$ cat config.mk
export PLATFORM = sky130hd
export DESIGN_NAME = dac_ctl_top
export DESIGN_NICKNAME = d
export VERILOG_FILES = /design/src/rtl/dac_ctl_pkg.sv /design/src/rtl/dac_ctl_regs.sv /design/src/rtl/dac_ctl_chan.sv /design/src/rtl/dac_ctl_top.sv
export SDC_FILE = /design/constraint.sdc
export NUM_CORES = 1
export LEC_CHECK = 0
export BUFFER_PORTS_ARGS = -buffer_cell sky130_fd_sc_hd__buf_4
export CORE_ASPECT_RATIO = 1.4
export CORE_MARGIN = 2
export CORE_UTILIZATION = 57
export CTS_CLUSTER_SIZE = 8
export DETAILED_ROUTE_END_ITERATION = 12
export GPL_TIMING_DRIVEN = 0
export PLACE_DENSITY = 0.8
export SYNTH_ARGS = -nofsm -noshare
export SYNTH_HDL_FRONTEND = slang
export SYNTH_SLANG_ARGS = --single-unit
$ cat constraint.sdc
create_clock -name clk -period 1.98 [get_ports clk]
set_clock_uncertainty 0.1 [all_clocks]
set_input_delay 0.198 -clock clk [delete_from_list [all_inputs] [get_ports clk]]
set_output_delay 0.198 -clock clk [all_outputs]
set_load 0.02 [all_outputs]
$ cat src/rtl/dac_ctl_pkg.sv
package dac_ctl_pkg;
    localparam int CTRL_ADDR      = 0;
    localparam int CODE_ADDR_BASE = 1;

    function automatic int code_addr(input int ch);
        return CODE_ADDR_BASE + ch;
    endfunction
endpackage

$ cat src/rtl/dac_ctl_regs.sv
module dac_ctl_regs
    import dac_ctl_pkg::*;
#(
    parameter int NUM_CH = 4,
    parameter int DATA_W = 8,
    parameter int ADDR_W = 3
) (
    input  logic                     clk,
    input  logic                     rst_n,
    input  logic [ADDR_W-1:0]        addr,
    input  logic                     wr_en,
    input  logic [DATA_W-1:0]        wr_data,
    input  logic                     rd_en,
    output logic [DATA_W-1:0]        rd_data,
    output logic [NUM_CH-1:0]        en_o,
    output logic [NUM_CH*DATA_W-1:0] code_o,
    output logic [NUM_CH-1:0]        hit_o
);
    typedef struct packed {
        logic [NUM_CH-1:0]             en;
        logic [NUM_CH-1:0][DATA_W-1:0] code;
        logic [NUM_CH-1:0]             hit;
        logic [DATA_W-1:0]             rdata;
    } regs_t;

    regs_t r_d, r_q;
    logic [DATA_W-1:0] rd_val;

    always_comb begin
        r_d    = r_q;
        r_d.hit = '0;
        rd_val = '0;
        if (addr == ADDR_W'(CTRL_ADDR))
            rd_val[NUM_CH-1:0] = r_q.en;
        for (int ch = 0; ch < NUM_CH; ch++) begin
            if (addr == ADDR_W'(code_addr(ch)))
                rd_val = r_q.code[ch];
        end
        if (rd_en)
            r_d.rdata = rd_val;
        if (wr_en) begin
            if (addr == ADDR_W'(CTRL_ADDR))
                r_d.en = wr_data[NUM_CH-1:0];
            for (int ch = 0; ch < NUM_CH; ch++) begin
                if (addr == ADDR_W'(code_addr(ch))) begin
                    r_d.code[ch] = wr_data;
                    r_d.hit[ch]  = 1'b1;
                end
            end
        end
    end

    always_ff @(posedge clk or negedge rst_n) begin
        if (!rst_n) r_q <= '0;
        else        r_q <= r_d;
    end

    assign rd_data = r_q.rdata;
    assign en_o    = r_q.en;
    assign code_o  = r_q.code;
    assign hit_o   = r_q.hit;
endmodule

$ cat src/rtl/dac_ctl_chan.sv
module dac_ctl_chan #(
    parameter int DATA_W        = 8,
    parameter int SETTLE_CYCLES = 5
) (
    input  logic              clk,
    input  logic              rst_n,
    input  logic              en,
    input  logic              idle,
    input  logic [DATA_W-1:0] code,
    input  logic              hit,
    output logic              active_o,
    output logic [DATA_W-1:0] code_o,
    output logic              start_o,
    output logic              settled_o
);
    localparam int CNT_W = (SETTLE_CYCLES < 1) ? 1 : $clog2(SETTLE_CYCLES + 1);

    typedef struct packed {
        logic              active;
        logic [DATA_W-1:0] code;
        logic              start;
        logic [CNT_W-1:0]  cnt;
    } chan_t;

    chan_t c_d, c_q;
    logic  act_now;
    logic  go;

    always_comb begin
        act_now    = en & ~idle;
        go         = act_now & (hit | (~c_q.active & (code != '0)));
        c_d        = c_q;
        c_d.active = act_now;
        c_d.code   = act_now ? code : '0;
        c_d.start  = go;
        if (!act_now)
            c_d.cnt = '0;
        else if (go)
            c_d.cnt = CNT_W'(SETTLE_CYCLES);
        else if (c_q.cnt != '0)
            c_d.cnt = c_q.cnt - 1'b1;
    end

    always_ff @(posedge clk or negedge rst_n) begin
        if (!rst_n) c_q <= '0;
        else        c_q <= c_d;
    end

    assign active_o  = c_q.active;
    assign code_o    = c_q.code;
    assign start_o   = c_q.start;
    assign settled_o = c_q.active & (c_q.cnt == '0);
endmodule

$ cat src/rtl/dac_ctl_top.sv
module dac_ctl_top #(
    parameter int NUM_CH        = 4,
    parameter int DATA_W        = 8,
    parameter int ADDR_W        = 3,
    parameter int SETTLE_CYCLES = 5
) (
    input  logic                     clk,
    input  logic                     rst_n,
    input  logic [ADDR_W-1:0]        bus_addr,
    input  logic                     bus_wr_en,
    input  logic [DATA_W-1:0]        bus_wr_data,
    input  logic                     bus_rd_en,
    output logic [DATA_W-1:0]        bus_rd_data,
    input  logic                     idle_i,
    output logic [NUM_CH*DATA_W-1:0] ch_code_o,
    output logic [NUM_CH-1:0]        ch_active_o,
    output logic [NUM_CH-1:0]        ch_start_o,
    output logic [NUM_CH-1:0]        ch_settled_o
);
    logic [NUM_CH-1:0]        en;
    logic [NUM_CH*DATA_W-1:0] reg_code;
    logic [NUM_CH-1:0]        hit;

    dac_ctl_regs #(
        .NUM_CH (NUM_CH),
        .DATA_W (DATA_W),
        .ADDR_W (ADDR_W)
    ) u_regs (
        .clk     (clk),
        .rst_n   (rst_n),
        .addr    (bus_addr),
        .wr_en   (bus_wr_en),
        .wr_data (bus_wr_data),
        .rd_en   (bus_rd_en),
        .rd_data (bus_rd_data),
        .en_o    (en),
        .code_o  (reg_code),
        .hit_o   (hit)
    );

    for (genvar g = 0; g < NUM_CH; g++) begin : g_chan
        dac_ctl_chan #(
            .DATA_W        (DATA_W),
            .SETTLE_CYCLES (SETTLE_CYCLES)
        ) u_chan (
            .clk       (clk),
            .rst_n     (rst_n),
            .en        (en[g]),
            .idle      (idle_i),
            .code      (reg_code[g*DATA_W +: DATA_W]),
            .hit       (hit[g]),
            .active_o  (ch_active_o[g]),
            .code_o    (ch_code_o[g*DATA_W +: DATA_W]),
            .start_o   (ch_start_o[g]),
            .settled_o (ch_settled_o[g])
        );
    end
endmodule

======== Word level (Yosys, flattened, before mapping) ========
Cells that the tools add are included.
storage, ports and cells
  register bits after elaboration ......... 100
  output and inout port bits .............. 52
  bits of input ports ..................... 16
  word-level logic and storage cells ...... 104
operators by class
  multiplexer cells ....................... 26
  bitwise operators ....................... 25
  equality and inequality tests ........... 8
  $add $sub $neg .......................... 4
  reductions and logical operators ........ 18
operators with widths
  operator                                             count
  2-to-1 mux 8 bit                                     8
  2-to-1 mux 3 bit                                     12
  nonzero test 8 bit                                   4
  AND 1 bit                                            16
  logical NOT 3 bit                                    5
  inequality test 3 bit, second input constant         4
  nonzero test 3 bit                                   4
  subtractor 3 x 1 -> 3 bit, second input constant     4
  AND reduction 2 bit                                  5
  2-to-1 mux 4 bit                                     2
  equality test 3 x 2 -> 1 bit, second input constant  2
  inverter 1 bit                                       5
  2-to-1 mux 1 bit                                     4
  OR 1 bit                                             4
  equality test 3 x 1 -> 1 bit, second input constant  1
  equality test 3 bit, second input constant           1

======== Longest topological paths before layout ========
  word-level depth ........................ 6
  depth in mapped cells ................... 5
  depth with buffers taken out ............ 5

======== Cells and area by module ========
From an unflattened synthesis, not the netlist that was laid out.
second synthesis, totals
  cell total of the unflattened synthesis .. 344
  area total of the unflattened synthesis .. 4,571.9 um^2
modules (own cells, without submodules)
  module                                cells an instance  area each (um^2)  sequential area each (um^2)  instances
  dac_ctl_regs                          152                2,182.1           1,201.2                      1
  dac_ctl_chan at g_chan[1].u_chan ...  48                 598.1             325.3                        3
  dac_ctl_chan at g_chan[0].u_chan      48                 595.6             325.3                        1

======== Worst setup path after synthesis ========
OpenSTA, ideal clock, no wires.
  path type ............................... register to register
  start ................................... reg g_chan[0].u_chan.c_q[0] (netlist name)
  end ..................................... reg g_chan[0].u_chan.c_q[1] (netlist name)
  arrival ................................. 1,354 ps
  buffers on the path ..................... 0
  cell stages (with the launch flop) ...... 6
  setup time .............................. 105 ps
  path slack .............................. 421 ps
  required time ........................... 1,775 ps
  period minus slack after synthesis ...... 1,559 ps
  cell sequence ........................... dfrtp_1 inv_1 ha_1 nor2b_1 mux2_2 nor4b_1
between the ends
  cells in the longest elaborated chain, start to end .. 4
  elaborated cells between the ends (all ways) .. 6
  classes of those cells .................. add/sub: 1; eq/ne: 1; mux: 3; reduce/logical: 1
RTL lines
  element                    line                source
  from (decl)                dac_ctl_chan.sv:25  chan_t c_d, c_q;
  from (signal assigned)     dac_ctl_chan.sv:45  if (!rst_n) c_q <= '0;
  from (signal assigned)     dac_ctl_chan.sv:46  else c_q <= c_d;
  subtractor 3 x 1 -> 3 bit  dac_ctl_chan.sv:41  c_d.cnt = c_q.cnt - 1'b1;
  2-to-1 mux 3 bit           dac_ctl_chan.sv:40  else if (c_q.cnt != '0)
  2-to-1 mux 3 bit           dac_ctl_chan.sv:38  else if (go)
  2-to-1 mux 3 bit           dac_ctl_chan.sv:36  if (!act_now)
Parallel ways exist; a longest one is shown, timed or not. The select of a mux whose other input is x is not followed.
A chain may end at the register's enable or synchronous reset.

======== Final worst setup path ========
  start ................................... reg g_chan[2].u_chan.c_q[0] (netlist name)
  end ..................................... out ch_settled_o[2]
between the ends
  cells in the longest elaborated chain, start to end .. 2
RTL lines
  element                 line                source
  from (decl)             dac_ctl_chan.sv:25
  from (signal assigned)  dac_ctl_chan.sv:45
  from (signal assigned)  dac_ctl_chan.sv:46
  logical NOT 3 bit       dac_ctl_chan.sv:52  assign settled_o = c_q.active & (c_q.cnt == '0);
  AND 1 bit               dac_ctl_chan.sv:52
  to (decl)               dac_ctl_top.sv:18   output logic [NUM_CH-1:0] ch_settled_o
Every way passes these cells.

==> reports/results.tsv <==
metric	value	unit
viasPerCell	5.14	
ys_types	34	
end_kind	output port	
synth_compound_area_share	5.52	%
r2r_slack	0.32	ns
violations	hold timing	
synth-xor-area-share	0.773	%
drt_pre_antenna_iters	4	
layout_commonest_cell	buf_4	
max_cap_violations	0	
initial_core_util	58.4	%
start_kind	flop	
io_pins	68	
layout.cells.non_filler	545	
status	finished, violations left	
drtIter0Drc	179	
dp.final_hpwl	6280	um
ys_ff_latch	100	
powerDensity	954	mW/mm^2
diodes	0	
yosys.area_share.simple	13.4	%
post-place-cells	527	
die_h	109	um
drive_gt1_share	43.4	%
clk_path_buf_depth	2	
rsz0062_at_grt	no	
synthArstFlopShare	100	%
post_cts_buffers	0	
tightest_slew	1.19	ns
grt_overflow	0	
syn_nets	384	
first_global_vias	2773	
yosysWarnings	0	
crit_type	reg2out	
synth_top_family_by_area	simple AND/OR/NAND/NOR gates	
num_rows	38	
hp-class	in2async	
max_freq	0.521	GHz
fillers	589	
syn_to_final_growth	19.1	%
avgSynthCellArea	12.6	um^2
whs	-0.0408	ns
slew_headroom	20.6	%
gp_congestion	0.834	
nNetsFinal	464	
synthAdderAreaFrac	2.21	%
finalSetupViolCount	0	
yosys-top-cells-area	dfrtp_1, mux2_2, buf_4	
die_x	79.3	um
setup_ws	0.0598	ns
fp.dieArea	0.00869	mm^2
cp_top_family	flip-flops	
period_share	97.0	%
leakagePower	0.00260	uW
synth-seq-area-share	55.2	%
post-route-util	69.6	%
cp_max_fo	3	
crit_buf_inv	3	
synth_enable_flop_cells	0	
wl_per_cell	15.7	um
final_max_slew_viol_count	0	
synth_area	0.00453	mm^2
dp_slack	0.281	ns
insertion_delay	0.35	ns
tns	0	ns
grt_antenna_before_repair	0	
hold_viol	11	
ir_drop	0.618	mV
final_antenna_net_count	0	
cts.sinks	100	
muxShareOfSynthArea	12.9	%
drc	0	
postSynthCellCount	360	
track_usage	20.8	%
cts_tree	done	
fin_crit	1.92	ns
synth_top_flop_cell	dfrtp_1	
core-area	0.00775	mm^2
vias	2801	
cp_slowest_cell	dfrtp_1	
path_clk_slew	0.08	ns
grt_max_degree	101	
port_buffers	67	
yosysTopAreaCell	dfrtp_1	
crit_chain	inv_1 -> ha_1 -> nor2b_2 -> and2_1 -> buf_4 -> buf_4	
r2r-end	g_chan[2].u_chan.c_q[1]$_DFFE_PN0P_	
critPathLaunch	g_chan[2].u_chan.c_q[0]$_DFFE_PN0P_	
cts_buffers	9	
cts-htree-levels	3	
wl	8560	um
slowest_delay	0.38	ns
root_buffer	clkbuf_8	
cpMostUsedCell	buf_4	
cp.required	1.68	ns
synth_top_area_share	55.2	%
r2r_cells	5	
layout_common_cells	buf_4, dfrtp_1, mux2_2, and2_1, inv_1	
reg2reg_from	g_chan[2].u_chan.c_q[0]$_DFFE_PN0P_	
critPathArrivalTime	1.62	ns
grt_pass1_wl	13400	um
## per-stage QoR
step	total power (uW)	instance area [um^2]
floorplan	3410	4530
global placement	3830	5160
detailed placement	3890	5160
CTS	5190	5380
global route	5410	5400
finish	5150	5400
## area by class of cell
cell class	count	area (um^2)	share of cell area (%)
flip-flops and latches	100	2500	46.4
multi-input cells	190	1590	29.5
repair buffers	69	523	9.69
plain buffers	57	404	7.49
clock buffers	12	155	2.88
well taps	100	125	2.32
inverters	13	48.8	0.904
clock inverters	4	47.5	0.881
## repair_timing
item / in CTS / in global routing
endpoints found under the hold margin: 2 / 0
setup endpoints to repair: 1 / 3
hold buffers: 2 / 0
gates resized for setup: 1 / 4
## Yosys cell counts, types with 2 or more instances
cell,count
dfrtp_1,100
buf_4,48
mux2_2,47
and2_1,36
inv_1,13
nor4bb_1,9
a31oi_1,8
ha_1,8
nor2_1,8
nor2b_1,8
nor4_1,8
o31a_1,8
clkbuf_1,6
a21oi_1,4
a221oi_1,4
nand2_1,4
o21a_1,4
o21ai_0,4
o22ai_1,4
or2_2,4
xnor2_1,4
mux2_1,3
nor4b_1,3
buf_2,2
mux2i_1,2
nand2b_1,2
nor3b_1,2
## metal layers
layer	wire length [um]	part of all wire (%)	up-vias	track usage [%]
li1	-	-	1367	-
met1	3580	42	1366	25.6
met2	4460	52	56	35.5
met3	350	4.1	12	4.76
met4	167	2.0	0	8.13
met5	0	0	-	0
## state kept, by name (all words and copies together), names as in the netlist
| register | cells |
|---|---|
| g_chan.u_chan.active_o | 4 |
| g_chan.u_chan.c_q | 12 |
| g_chan.u_chan.code_o | 32 |
| g_chan.u_chan.start_o | 4 |
| u_regs.code_o | 32 |
| u_regs.en_o | 4 |
| u_regs.hit_o | 4 |
| u_regs.rd_data | 8 |
## power breakdown
part / total (uW) / internal (uW) / switching [uW]
sequential: 2580 / 2340 / 239
clock: 1290 / 649 / 643
combinational: 1270 / 692 / 580
total: 5150 / 3690 / 1460
## kinds of logic after synthesis
| logic type | Yosys count |
|---|---|
| xor gates and xnor gates | 4 |
| and+or+nand+nor | 90 |
| DFF | 100 |
| AOI/OAI and AO/OA | 36 |
| buffers and inverters | 70 |
| muxes | 52 |
| adders and majority gates | 8 |
## worst max path at each step
stage                     cells past startpoint  slack [ns]                                   to
after floorplan                               5        0.42  g_chan[0].u_chan.c_q[1]$_DFFE_PN0P_
after global placement                        5        0.31  g_chan[2].u_chan.c_q[1]$_DFFE_PN0P_
after detailed placement                      5        0.28  g_chan[2].u_chan.c_q[1]$_DFFE_PN0P_
after CTS                                     6       0.002                      ch_settled_o[3]
after global routing                          6       0.007                      ch_settled_o[2]
final                                         6        0.06                      ch_settled_o[2]
## worst register-to-register path: stages, from the launching register on
cell	delay (ns)
dfrtp_1	0.40
inv_1	0.10
ha_1	0.18
nor2b_2	0.20
mux2_2	0.35
nor4b_1	0.22
Note: power is estimated with default switching activity, not from simulation.
